===== src/rtl/rtc_event_unit.sv =====
module rtc_event_unit #(
  parameter int DW       = 8,
  parameter int AW       = 5,
  parameter int NFLD     = 6,
  parameter int ALM_BASE = 7,
  parameter int STS_ADR  = 14,
  parameter int INT_ADR  = 15
) (
  input  logic             clk,
  input  logic             rst_n,
  input  logic             reg_we,
  input  logic [AW-1:0]    reg_addr,
  input  logic [DW-1:0]    reg_wdata,
  output logic [DW-1:0]    reg_rdata,
  input  logic [NFLD*DW-1:0] now_time,
  input  logic             tick_sec,
  input  logic             tick_min,
  input  logic             tick_hour,
  input  logic             tick_day,
  output logic             irq
);
  localparam logic [AW-1:0] STS_A = AW'(STS_ADR);
  localparam logic [AW-1:0] INT_A = AW'(INT_ADR);

  logic [DW-1:0]   alm [NFLD];
  logic [NFLD-1:0] fld_eq;
  logic            match, match_q, alarm_hit;
  logic [7:2]      sts, sts_set, sts_clr;
  logic [3:0]      ictl;
  logic [3:0]      per_sts;
  logic            sts_wr, int_wr;

  assign sts_wr = reg_we && (reg_addr == STS_A);
  assign int_wr = reg_we && (reg_addr == INT_A);

  for (genvar g = 0; g < NFLD; g++) begin : g_alm
    localparam logic [AW-1:0] FA = AW'(ALM_BASE + g);
    always_ff @(posedge clk or negedge rst_n)
      if (!rst_n)                        alm[g] <= '0;
      else if (reg_we && reg_addr == FA) alm[g] <= reg_wdata;
    assign fld_eq[g] = (now_time[g*DW +: DW] == alm[g]);
  end

  assign match     = &fld_eq;
  assign alarm_hit = tick_sec && match && !match_q;

  always_ff @(posedge clk or negedge rst_n)
    if (!rst_n)        match_q <= 1'b0;
    else if (tick_sec) match_q <= match;

  always_ff @(posedge clk or negedge rst_n)
    if (!rst_n)      ictl <= '0;
    else if (int_wr) ictl <= reg_wdata[3:0];

  assign sts_set = {1'b0, alarm_hit, tick_day, tick_hour, tick_min, tick_sec};
  assign sts_clr = sts_wr ? reg_wdata[7:2] : '0;

  always_ff @(posedge clk or negedge rst_n)
    if (!rst_n) sts <= 6'b100000;
    else        sts <= (sts & ~sts_clr) | sts_set;

  assign per_sts = sts[5:2];
  assign irq = (sts[6] && ictl[3]) || (per_sts[ictl[1:0]] && ictl[2]);

  always_comb begin
    reg_rdata = '0;
    for (int i = 0; i < NFLD; i++)
      if (reg_addr == AW'(ALM_BASE + i)) reg_rdata = alm[i];
    if (reg_addr == STS_A) reg_rdata = {sts, 2'b00};
    if (reg_addr == INT_A) reg_rdata = {4'b0000, ictl};
  end

  AST_ALARM_SETS: assert property (@(posedge clk) disable iff (!rst_n)
    (tick_sec && match && !match_q) |=> sts[6]);
  AST_NO_UNTICKED_ALARM: assert property (@(posedge clk) disable iff (!rst_n)
    (!sts[6] && !tick_sec) |=> !sts[6]);
  AST_PWRUP_CLEARS: assert property (@(posedge clk) disable iff (!rst_n)
    (sts_wr && reg_wdata[7]) |=> !sts[7]);
  AST_EVENT_WINS: assert property (@(posedge clk) disable iff (!rst_n)
    (tick_min && sts_wr && reg_wdata[3]) |=> sts[3]);
  AST_IRQ_HOLDS: assert property (@(posedge clk) disable iff (!rst_n)
    (irq && !reg_we) |=> irq);
  AST_INT_UPPER_ZERO: assert property (@(posedge clk) disable iff (!rst_n)
    (reg_addr == INT_A) |-> (reg_rdata[7:4] == 4'b0000));
endmodule


===== config.mk =====
export PLATFORM = sky130hd
export DESIGN_NAME = rtc_event_unit
export DESIGN_NICKNAME = d
export VERILOG_FILES = /design/src/rtl/rtc_event_unit.sv
export SDC_FILE = /design/constraint.sdc
export NUM_CORES = 1
export LEC_CHECK = 0
export ABC_AREA = 1
export BUFFER_PORTS_ARGS = -buffer_cell sky130_fd_sc_hd__buf_2
export CORE_MARGIN = 1
export CORE_UTILIZATION = 50
export CTS_CLUSTER_DIAMETER = 40
export DETAILED_ROUTE_END_ITERATION = 6
export GPL_TIMING_DRIVEN = 1
export PLACE_DENSITY = 0.76
export REMOVE_ABC_BUFFERS = 1
export SETUP_SLACK_MARGIN = 0.1
export SLEW_MARGIN = 20
export SYNTH_ARGS = -nofsm -noshare
export SYNTH_HDL_FRONTEND = slang
export SYNTH_SLANG_ARGS = --single-unit

===== constraint.sdc =====
create_clock -name clk -period 1.1 [get_ports clk]
set_clock_uncertainty 0.15 [all_clocks]
set_input_delay 0.165 -clock clk [delete_from_list [all_inputs] [get_ports clk]]
set_output_delay 0.165 -clock clk [all_outputs]
set_load 0.03 [all_outputs]

# --- Word-level counts from Yosys, hierarchy flattened ---
# Cells that the tools add are included.
word_totals:
  in_bits: 68
  reg_bits: 59
op_classes:
  muxes: 11
  order_cmp: 1
  n_bitwise: 3
  reduce_logical: 15
  eq_ne: 14
op_table:
  columns: ["operator", "n"]
  rows:
  - ["$mux W8", 8]
  - ["$eq A8 B8 Y1", 6]
  - ["$eq A5 B4 Y1 const B", 7]
  - ["$logic_and A1 B1 Y1", 12]
  - ["$and A6 B6 Y6", 1]
  - ["$mux W6", 1]
  - ["$not A6 Y6", 1]
  - ["$or A6 B5 Y6", 1]
  - ["$reduce_and A6 Y1", 1]
  - ["$eq A5 B3 Y1 const B", 1]
  - ["$lt A2 B3 Y1 const B", 1]
  - ["$bmux W1 S2", 1]
  - ["$logic_not A1 Y1", 1]
  - ["$logic_or A1 B1 Y1", 1]
  - ["$mux W1", 1]

# --- Depth between registers and ports, before layout ---
# Gate-level depths: netlist (run 1).
logic_depth:
  word_depth: 9
  mapped_depth: 10
  mapped_depth_nobuf: 10

# --- Worst setup path after synthesis (run 1) ---
# No wires, ideal clock.
synth_path:
  kind: "input port to output port"
  startpoint: "input reg_addr[2]"
  endpoint: "output reg_rdata[6]"
  path_slack_ns: -0.405
  arrival_time_ns: 1.190
  cell_stages: 6
  cell_sequence: "inv_2 nor2_4 nand2_4 nor2_8 inv_2 o2111ai_1"
synth_via:
  elab_chain_cells: 9
synth_rtl:
  columns: ["item", "line", "source"]
  rows:
  - ["start, declared", "12", "input logic [AW-1:0] reg_addr,"]
  - ["$eq A5 B3 Y1", "68", "if (reg_addr == AW'(ALM_BASE + i)) reg_rdata = alm[i];"]
  - ["$mux W8 (6 in series)", "68", null]
  - ["$mux W8", "69", "if (reg_addr == STS_A) reg_rdata = {sts, 2'b00};"]
  - ["$mux W8 *", "70", "if (reg_addr == INT_A) reg_rdata = {4'b0000, ictl};"]
  - ["end, declared", "14", "output logic [DW-1:0] reg_rdata,"]
# Mark *: on every way between the ends. The rest lies on a longest branch, timed or not.

# --- Worst setup path in the final report (run 1) ---
layout_path:
  startpoint: "register alm[34] (netlist name)"
  endpoint: "output reg_rdata[2]"
layout_via:
  elab_chain_cells: 7
layout_rtl:
  columns: ["item", "line", "source"]
  rows:
  - ["start, declared", "25", "logic [DW-1:0] alm [NFLD];"]
  - ["start signal, assigned by index", "40", "else if (reg_we && reg_addr == FA) alm[g] <= reg_wdata;"]
  - ["$mux W8 (5 in series)", "68", null]
  - ["$mux W8", "69", null]
  - ["$mux W8", "70", null]
# No other way between the ends.

==> results.py, run 1 <==
metrics = {
    "routing": {
        "vias": 4567,
        "drt_iter0_markers": 520,
        "final_antenna_net_count": 0,
        "wl_um": 14900,
        "drc": 0,
        "wl_per_cell_um": 18.0,
        "dr.pass1.iters": 6,
        "via_per_inst": 5.51,
    },
    "final_layout": {
        "area_growth_pct": 54.0,
        "diodes": 0,
        "stdcell_area_mm2": 0.00591,
        "nets": 793,
        "drive_gt1_frac": 0.429,
        "layout_common_cells": "nand2_1, inv_1, buf_2",
        "nFillCells": 432,
        "final_common_cell": "nand2_1",
    },
    "floorplanning": {
        "die_h_um": 89.6,
        "core_mm2": 0.00733,
        "die_area_mm2": 0.00802,
        "die_x_um": 89.6,
        "io_pins": 77,
        "num_rows": 31,
        "start_util": 0.523,
    },
    "pwr": {
        "p_comb_frac": 0.350,
        "p_seq_frac": 0.377,
        "ir_worst_vdd_uv": 799,
        "p_leak_nw": 3.07,
        "power.density_mw_per_mm2": 1290,
        "p_sw_frac": 0.360,
        "p_switching_mw": 2.75,
        "internal_power_mw": 4.89,
        "power_frac_clock": 0.273,
    },
    "critical_path": {
        "worst_ep_required_time_ns": 0.78,
        "endpoint_kind": "output port",
        "arrival_ns": 1.62,
        "critPathMaxFanout": 2,
        "cp-startpoint": "alm[34]$_DFFE_PN0P_",
        "reg2reg_from": "alm[39]$_DFFE_PN0P_",
        "crit_type": "flip-flop to output port",
        "startpoint_type": "flip-flop",
    },
    "clock_network": {
        "cts.sinks": 59,
        "htree_levels": 3,
        "worstSkewPairLatency_ns": 0.37,
        "path_clk_slew_ns": 0.07,
        "cts_root_buf": "clkbuf_8",
        "clockBufferDepth": 2,
        "cts_tree": "yes",
        "cts_buffers": 9,
    },
    "sta": {
        "max-slew-margin-rel": 0.725,
        "setup_slack_ns": -0.833,
        "rsz0062_at_grt": "true",
        "setup_viol": 30,
        "fin_crit_sh": 1.76,
        "fmax_ghz": 0.517,
        "worst_pin_slew_ns": 0.411,
        "drv_slew": 0,
        "finalHoldViolations": 0,
        "period_needed_ns": 1.93,
    },
    "flow_run": {
        "drv_cap": 0,
    },
    "synth": {
        "postSynthCellCount": 555,
        "synth_seq_area_share": 0.385,
        "yosysWarnings": 0,
        "ys_ff_latch": 59,
        "synth_cell_type_count": 32,
        "syn_avg_cell_area_um2": 6.91,
        "syn-cell-area_mm2": 0.00383,
    },
    "grt": {
        "grt_max_degree": 34,
        "first_global_vias": 4014,
        "antenna_found_initial": 0,
        "grt_usage": 0.333,
        "grt_pass1_wl_um": 19300,
        "grt-ovfl-total": 0,
    },
    "run_status": {
        "outcome": "complete, but fails checks",
        "violations": "setup timing",
    },
    "place": {
        "gp_congestion": 0.860,
        "place_ws_ns": -0.571,
        "place_hpwl_um": 8370,
        "place_area_mm2": 0.00470,
        "port_buffers": 76,
    },
    "worst_hold_path": {
        "hp-class": "input pin to asynchronous set/reset pin",
    },
}
layout make-up:
type,instances,area [um^2],area share
clock buffer,11,141,0.0239
tap,99,124,0.0210
multi-input combinational,402,2440,0.413
inverter,91,362,0.0612
clock inverter,5,52.6,0.00890
timing repair buffer,162,1310,0.222
sequential,59,1480,0.250
state kept, by name, indices dropped and copies added (netlist names):
| signal | cells |
|---|---|
| match_q | 1 |
| ictl | 4 |
| sts | 6 |
| alm | 48 |
cells by family after synthesis:
group	after synthesis	synth area share
flip-flops	59	0.385
XOR/XNOR	12	0.0274
AO/OA/AOI/OAI	78	0.134
AND/OR/NAND/NOR	308	0.347
buffers and inverters	98	0.106
worst paths after layout:
path | end | depth (start not counted) | slack, ns
max in group asynchronous | alm[44]$_DFFE_PN0P_ | 3 | 0.33
worst min-delay path | alm[25]$_DFFE_PN0P_ | 2 | 0.03
worst max register to register | match_q$_DFFE_PN0P_ | 11 | -0.67
worst min register to register | sts[7]$_DFF_PN1_ | 2 | 0.31
min in group clk | alm[8]$_DFFE_PN0P_ | 4 | 0.04
worst max-delay path | reg_rdata[2] | 7 | -0.83
through the flow:
stage,setup TNS [ns],instances,util,total power [mW],hold slack (ns)
6_report,-8.92,829,0.806,7.64,0.0275
5_1_grt,-10.11,829,0.806,7.95,0.0356
4_1_cts,-6.48,817,0.760,7.16,-0.00402
3_5_place_dp,-27.02,768,0.641,4.69,-0.154
3_3_place_gp,-24.85,768,0.641,4.62,-0.156
2_1_floorplan,-5.33,548,-,3.86,-0.281
cell usage after synthesis:
master     number  share of area
nand2_2         6         0.0098
nand3b_1        1         0.0020
o21bai_1        3         0.0059
nor2_1         46          0.045
nor2_4          6          0.018
buf_4           1         0.0020
nand2_4         5          0.015
nor2_8          1         0.0052
or2_0           1         0.0016
nand4_1         4         0.0065
o21ai_2        29          0.066
clkinv_2        1         0.0013
xor2_1          5          0.011
buf_6           4          0.012
or2_2           1         0.0016
a22o_1          1         0.0023
a21oi_1         4         0.0052
inv_2           5         0.0049
nor3b_1         1         0.0020
o22ai_1         1         0.0016
dfstp_2         1         0.0069
nand3b_4        1         0.0052
nor2_2          2         0.0033
inv_1          85          0.083
nand3_1        14          0.018
o21ai_1        25          0.033
nand2_1       219           0.21
o2111ai_1       1         0.0023
buf_2           2         0.0026
dfrtp_1        58           0.38
xnor2_1         7          0.016
o21ai_0        14          0.018
power groups by stage:
stage | clock network, mW | registers, mW | logic (mW)
2_1_floorplan | 0 | 2.81 | 1.05
3_3_place_gp | 0 | 2.89 | 1.74
3_5_place_dp | 0 | 2.90 | 1.79
4_1_cts | 2.01 | 2.82 | 2.32
5_1_grt | 2.15 | 2.91 | 2.88
6_report | 2.08 | 2.89 | 2.68
worst max-delay path: stages, from the launching register on:
cell and delay, ns:
dfrtp_1 0.40, nand2_1 0.09, nand2_1 0.07, nor2_2 0.15
nand3_1 0.11, nor2_1 0.16, nand3_1 0.12, buf_6 0.15
metal layers:
metal,vias to the layer above,share of wire,global-route usage
met5,-,0,0
li1,2049,-,-
met1,2120,0.38,0.427
met3,70,0.098,0.0740
met2,328,0.47,0.529
met4,0,0.047,0.173
what timing repair did:
item	in CTS	in global routing
endpoints found under the setup margin	68	66
buffers inserted	26	12
gates resized for setup	118	73
pin swaps	40	46
hold buffers	5	0
endpoints found under the hold margin	63	0
gates cloned	2	3
Power figures use the tool's default switching activity.
==> run 2: changes to the inputs <==
--- a/config.mk
+++ b/config.mk
@@ -14,7 +14,7 @@
 export GPL_TIMING_DRIVEN = 1
 export PLACE_DENSITY = 0.76
 export REMOVE_ABC_BUFFERS = 1
-export SETUP_SLACK_MARGIN = 0.1
+export SETUP_SLACK_MARGIN = 0.2
 export SLEW_MARGIN = 20
 export SYNTH_ARGS = -nofsm -noshare
 export SYNTH_HDL_FRONTEND = slang
==> run 2 against run 1 <==
The run ends with hold timing, setup timing left. Register-to-register slack about the same. Routed wire length up 7.3%. Die area unchanged. First-iteration DRC count up 5.6%. Design area up 1.8%. Critical endpoint is now reg_rdata[0]. Sequential cell count unchanged. Setup slack worse by 0.010 ns. Non-clock buffer count up 5. Global-route usage up 2.5 points. Via count up 5.6%.
==> results.py, run 2 (synthesis results as in run 1) <==
metrics = {
    "critical_path": {
        "arrival_ns": 1.63,
        "critPathMaxFanout": 2,
        "endpoint_kind": "output port",
        "cp_top_family": "simple AND/OR/NAND/NOR gates",
        "slowest_delay_ns": 0.42,
        "path_cells": "inv_2, o22ai_1, nor2_1, nand3_1, nand2_1, nand2_1, buf_6",
        "worst_ep_required_time_ns": 0.78,
        "slowest_stage": "dfrtp_1",
        "crit_type": "flip-flop to output port",
        "rrSetupSlack_ns": -0.68,
        "startpoint_type": "flip-flop",
        "critPathBufInv": 2,
        "crit_top_cell": "nand2_1",
    },
    "grt": {
        "grtUsageMet2": 0.574,
        "antenna_found_initial": 0,
        "first_global_vias": 4116,
        "grt_usage": 0.358,
        "grtUsageMet1": 0.451,
        "top_usage_layer": "met2",
        "grt_max_degree": 34,
        "use_met3": 0.0795,
        "grt-ovfl-total": 0,
        "grt_pass1_wl_um": 20500,
    },
    "flow_run": {
        "drv_cap": 0,
    },
    "routing": {
        "drc": 0,
        "drt_iter0_markers": 549,
        "vias": 4822,
        "final_antenna_net_count": 0,
        "wl_per_cell_um": 19.2,
        "dr.pass1.iters": 7,
        "wl_um": 16000,
        "via_per_inst": 5.78,
    },
    "sta": {
        "drv_slew": 0,
        "period_needed_ns": 1.94,
        "setup_slack_ns": -0.844,
        "finalHoldViolations": 1,
        "worst_pin_slew_ns": 0.442,
        "rsz0062_at_grt": "true",
        "fmax_ghz": 0.514,
        "final.setup.tns_ns": -9.11,
        "max-slew-margin-rel": 0.705,
        "timing.hold.ws_ns": -0.0170,
        "setup_viol": 30,
        "fin_crit_sh": 1.77,
    },
    "pwr": {
        "p_leak_nw": 3.11,
        "power.density_mw_per_mm2": 1300,
        "ir_worst_vdd_uv": 942,
    },
    "floorplanning": {
        "core_mm2": 0.00733,
        "start_util": 0.523,
        "die_area_mm2": 0.00802,
        "num_rows": 31,
        "die_h_um": 89.6,
        "die_x_um": 89.6,
        "io_pins": 77,
    },
    "final_layout": {
        "final_common_cell": "nand2_1",
        "nets": 798,
        "layout_common_cells": "nand2_1, inv_1, buf_2",
        "area_growth_pct": 56.7,
        "nFillCells": 388,
        "reg_top3": "alm (48), sts (6), ictl (4)",
        "diodes": 0,
        "multiInputGateArea_mm2": 0.00248,
        "stdcell_count": 834,
        "top_register": "alm",
        "largest_reg_flops": 48,
        "stdcell_area_mm2": 0.00601,
        "drive_gt1_frac": 0.448,
        "seqCellArea_mm2": 0.00148,
    },
    "place": {
        "gp_congestion": 0.860,
        "place_area_mm2": 0.00470,
        "place_hpwl_um": 8370,
        "port_buffers": 76,
        "dp_cells": 768,
    },
    "clock_network": {
        "cts_root_buf": "clkbuf_8",
        "htree_levels": 3,
        "path_clk_slew_ns": 0.07,
        "worstSkewPairLatency_ns": 0.37,
        "clockBufferDepth": 2,
        "cts_tree": "yes",
        "cts_buffers": 9,
        "holdBufCountCts": 4,
        "cts.sinks": 59,
    },
    "run_status": {
        "outcome": "complete, but fails checks",
        "violations": "hold timing, setup timing",
    },
    "worst_hold_path": {
        "hp-class": "input pin to flip-flop",
    },
}
## run 2: cell type report
class                      instances  share of cell area
multi-input combinational        402               0.412
sequential                        59               0.246
timing repair buffer             167               0.230
inverter                          91              0.0587
clock buffer                      11              0.0235
tap                               99              0.0206
clock inverter                     5             0.00874
## run 2: repair_timing
item	CTS	global route
setup endpoints to repair	68	68
gates resized for setup	134	70
pin swaps	42	39
buffers inserted	27	14
gates cloned	3	2
endpoints found under the hold margin	63	1
## run 2: through the flow
| step | setup WS [ns] | util | hold WS (ns) | power [mW] |
|---|---|---|---|---|
| floorplan | -0.405 | - | -0.281 | 3.86 |
| global placement | -0.539 | 0.641 | -0.156 | 4.62 |
| detailed placement | -0.571 | 0.641 | -0.154 | 4.69 |
| CTS | -0.674 | 0.770 | -0.0241 | 7.20 |
| global route | -0.880 | 0.820 | 0.00563 | 8.10 |
| finish | -0.844 | 0.820 | -0.0170 | 7.81 |
## run 2: worst register-to-register path, cell delays in order (launching register included)
cell	delay (ns)
dfrtp_1	0.44
inv_1	0.10
nand2_1	0.08
o21ai_0	0.10
nor2_1	0.14
nand2_1	0.08
nor2_1	0.14
nand2_1	0.10
nor2_2	0.21
nand3_1	0.11
nand2_1	0.06
## run 2: power breakdown
group          switching (mW)  internal (mW)
registers               0.376           2.53
logic                    1.50           1.35
clock network           0.965           1.10
total                    2.84           4.97
## run 2: worst paths after layout
path / startpoint / to / cells after the start
max: alm[32]$_DFFE_PN0P_ / reg_rdata[0] / 7
min: tick_sec / match_q$_DFFE_PN0P_ / 3
max reg2reg: alm[17]$_DFFE_PN0P_ / sts[6]$_DFF_PN0_ / 10
min reg2reg: sts[7]$_DFF_PN1_ / sts[7]$_DFF_PN1_ / 2
max in group asynchronous: rst_n / alm[44]$_DFFE_PN0P_ / 3
min in group asynchronous: rst_n / alm[24]$_DFFE_PN0P_ / 2
## run 2: metal layers
layer | vias up | wire (um)
met5 | - | 0
met4 | 0 | 1210
met3 | 146 | 1780
met2 | 406 | 7250
met1 | 2204 | 5780
li1 | 2066 | -
==> run 3: changes to the inputs <==
--- a/config.mk
+++ b/config.mk
@@ -8,11 +8,12 @@
 export ABC_AREA = 1
 export BUFFER_PORTS_ARGS = -buffer_cell sky130_fd_sc_hd__buf_2
 export CORE_MARGIN = 1
-export CORE_UTILIZATION = 50
+export CORE_UTILIZATION = 56
 export CTS_CLUSTER_DIAMETER = 40
 export DETAILED_ROUTE_END_ITERATION = 6
 export GPL_TIMING_DRIVEN = 1
-export PLACE_DENSITY = 0.76
+export MAX_ROUTING_LAYER = met4
+export PLACE_DENSITY = 0.81
 export REMOVE_ABC_BUFFERS = 1
 export SETUP_SLACK_MARGIN = 0.2
 export SLEW_MARGIN = 20
==> constraint.sdc (replaced) <==
create_clock -name clk -period 2.2 [get_ports clk]
set_clock_uncertainty 0.15 [all_clocks]
set_input_delay 0.33 -clock clk [delete_from_list [all_inputs] [get_ports clk]]
set_output_delay 0.33 -clock clk [all_outputs]
set_load 0.03 [all_outputs]
==> run 3 against run 2 <==
Highest routed layer unchanged. The run ends with DRC left. Utilization is 8.3 points lower. Hold slack better by 0.021 ns. Largest power group unchanged. Register-to-register slack better by 1.2 ns. Sequential power is 50% lower.
==> results.py, run 3 (synthesis results as in run 1) <==
metrics = {
    "critical_path": {
        "startpoint_type": "input pin",
        "crit_type": "input pin to output port",
        "r2r-end": "sts[6]$_DFF_PN0_",
        "arrival_ns": 1.52,
        "worst_ep_required_time_ns": 1.72,
        "critPathMaxFanout": 3,
        "ff2ff_path_depth": 10,
        "reg2reg_from": "alm[35]$_DFFE_PN0P_",
        "endpoint_kind": "output port",
        "rrSetupSlack_ns": 0.55,
    },
    "worst_hold_path": {
        "hp-start": "tick_min",
        "hp-class": "input pin to flip-flop",
        "whs_path_depth": 3,
        "hold_path_end": "sts[3]$_DFF_PN0_",
    },
    "grt": {
        "grt_max_degree": 26,
        "antenna_found_initial": 0,
        "grt-ovfl-total": 0,
        "grt_usage": 0.323,
        "first_global_vias": 3481,
        "grt_pass1_wl_um": 16800,
    },
    "sta": {
        "worst_pin_slew_ns": 0.608,
        "timing.hold.ws_ns": 0.00445,
        "fin_crit_sh": 0.909,
        "finalHoldViolations": 0,
        "period_needed_ns": 2.00,
        "max-slew-margin-rel": 0.595,
        "fmax_ghz": 0.500,
        "setup_viol": 0,
        "rsz0062_at_grt": "true",
        "drv_slew": 0,
        "final.setup.tns_ns": 0,
    },
    "floorplanning": {
        "start_util": 0.590,
        "die_area_mm2": 0.00718,
        "die_h_um": 84.8,
        "die_x_um": 84.8,
        "io_pins": 77,
        "num_rows": 29,
        "core_mm2": 0.00649,
    },
    "pwr": {
        "power.density_mw_per_mm2": 705,
        "p_sw_frac": 0.326,
        "p_comb_frac": 0.250,
        "internal_power_mw": 2.27,
        "p_seq_frac": 0.430,
        "ir_worst_vdd_uv": 484,
        "p_switching_mw": 1.10,
        "power_frac_clock": 0.320,
        "p_leak_nw": 2.64,
    },
    "routing": {
        "wl_per_cell_um": 14.6,
        "drc": 4,
        "vias": 3854,
        "dr.pass1.iters": 7,
        "final_antenna_net_count": 0,
        "via_per_inst": 5.24,
        "wl_um": 10700,
        "drt_iter0_markers": 376,
    },
    "final_layout": {
        "area_growth_pct": 24.7,
        "nets": 722,
        "drive_gt1_frac": 0.273,
        "diodes": 0,
        "reg_top3": "alm (48), sts (6), ictl (4)",
        "stdcell_count": 736,
        "largest_reg_flops": 48,
        "layout_common_cells": "nand2_1, inv_1, buf_2",
        "post-route-util": 0.736,
        "top_register": "alm",
        "final_common_cell": "nand2_1",
    },
    "clock_network": {
        "cts_buffers": 9,
        "clockBufferDepth": 2,
        "cts_root_buf": "clkbuf_8",
        "worstSkewPairLatency_ns": 0.35,
        "path_clk_slew_ns": 0.07,
        "cts_tree": "yes",
        "htree_levels": 3,
        "cts.sinks": 59,
    },
    "place": {
        "dp_cells": 703,
        "place_hpwl_um": 7830,
        "gp_congestion": 0.909,
        "port_buffers": 76,
    },
    "run_status": {
        "violations": "DRC",
        "outcome": "complete, but fails checks",
    },
    "flow_run": {
        "drv_cap": 0,
    },
}
## run 3: changes by cell type in the layout (fill, tap and decap cells not counted), sizes merged
cell / previous run / this run
clkinvlp: 1 / 0
clkbuf: 11 / 15
clkinv: 4 / 1
dlygate4sd3: 4 / 1
nand2: 234 / 230
buf: 163 / 94
## run 3: power by group through the flow
stage / sequential, mW / combinational [mW] / clock [mW]
6_report: 1.45 / 0.845 / 1.08
3_3_place_gp: 1.46 / 0.727 / 0
2_1_floorplan: 1.40 / 0.526 / 0
4_1_cts: 1.45 / 0.769 / 1.08
5_1_grt: 1.47 / 0.952 / 1.12
3_5_place_dp: 1.46 / 0.753 / 0
## run 3: layer usage
| layer | GRT usage | vias to the layer above | share of wire |
|---|---|---|---|
| li1 | - | 1895 | - |
| met1 | 0.415 | 1733 | 0.42 |
| met2 | 0.502 | 194 | 0.47 |
| met3 | 0.0570 | 32 | 0.077 |
| met4 | 0.146 | 0 | 0.035 |
| met5 | - | - | 0 |
## run 3: worst max-delay path, stage by stage
cell and delay, ns:
buf_8 0.11, inv_8 0.06, nand2_4 0.05, nor2_4 0.14, nand2_4 0.08, or2_0 0.22, nand2_1 0.07, nand4_1 0.14
nand2_1 0.14, inv_2 0.04, buf_6 0.13
## run 3: worst max-delay path by stage
stage / depth (start not counted) / endpoint / slack (ns) / from
after detailed placement: 11 / reg_rdata[4] / 0.11 / reg_addr[0]
after global placement: 11 / reg_rdata[7] / 0.15 / reg_addr[0]
after CTS: 7 / reg_rdata[2] / 0.20 / alm[34]$_DFFE_PN0P_
after floorplan: 6 / reg_rdata[6] / 0.37 / reg_addr[2]
final: 11 / reg_rdata[4] / 0.20 / reg_addr[2]
after global routing: 11 / reg_rdata[4] / 0.15 / reg_addr[2]
## run 3: metrics by stage
stage	setup slack [ns]	total power, mW	instance area (um^2)
finish	0.199	3.37	4780
global route	0.150	3.54	4780
CTS	0.200	3.29	4560
detailed placement	0.105	2.22	4280
global placement	0.154	2.19	4280
floorplan	0.365	1.93	3770
## run 3: final cells by class
cell class,instances,area [um^2]
multi-input combinational,398,2010
inverter,91,353
clock inverter,1,30.0
fill,521,1710
timing repair buffer,95,633
tap,77,96.3
sequential,59,1480
clock buffer,15,186
## run 3: what timing repair did
item                       CTS  global route
hold buffers                 1             0
resized for setup           10            48
pin swaps                    2            16
hold endpoints to repair    22             0
setup buffers                3            13
setup endpoints to repair    8             8
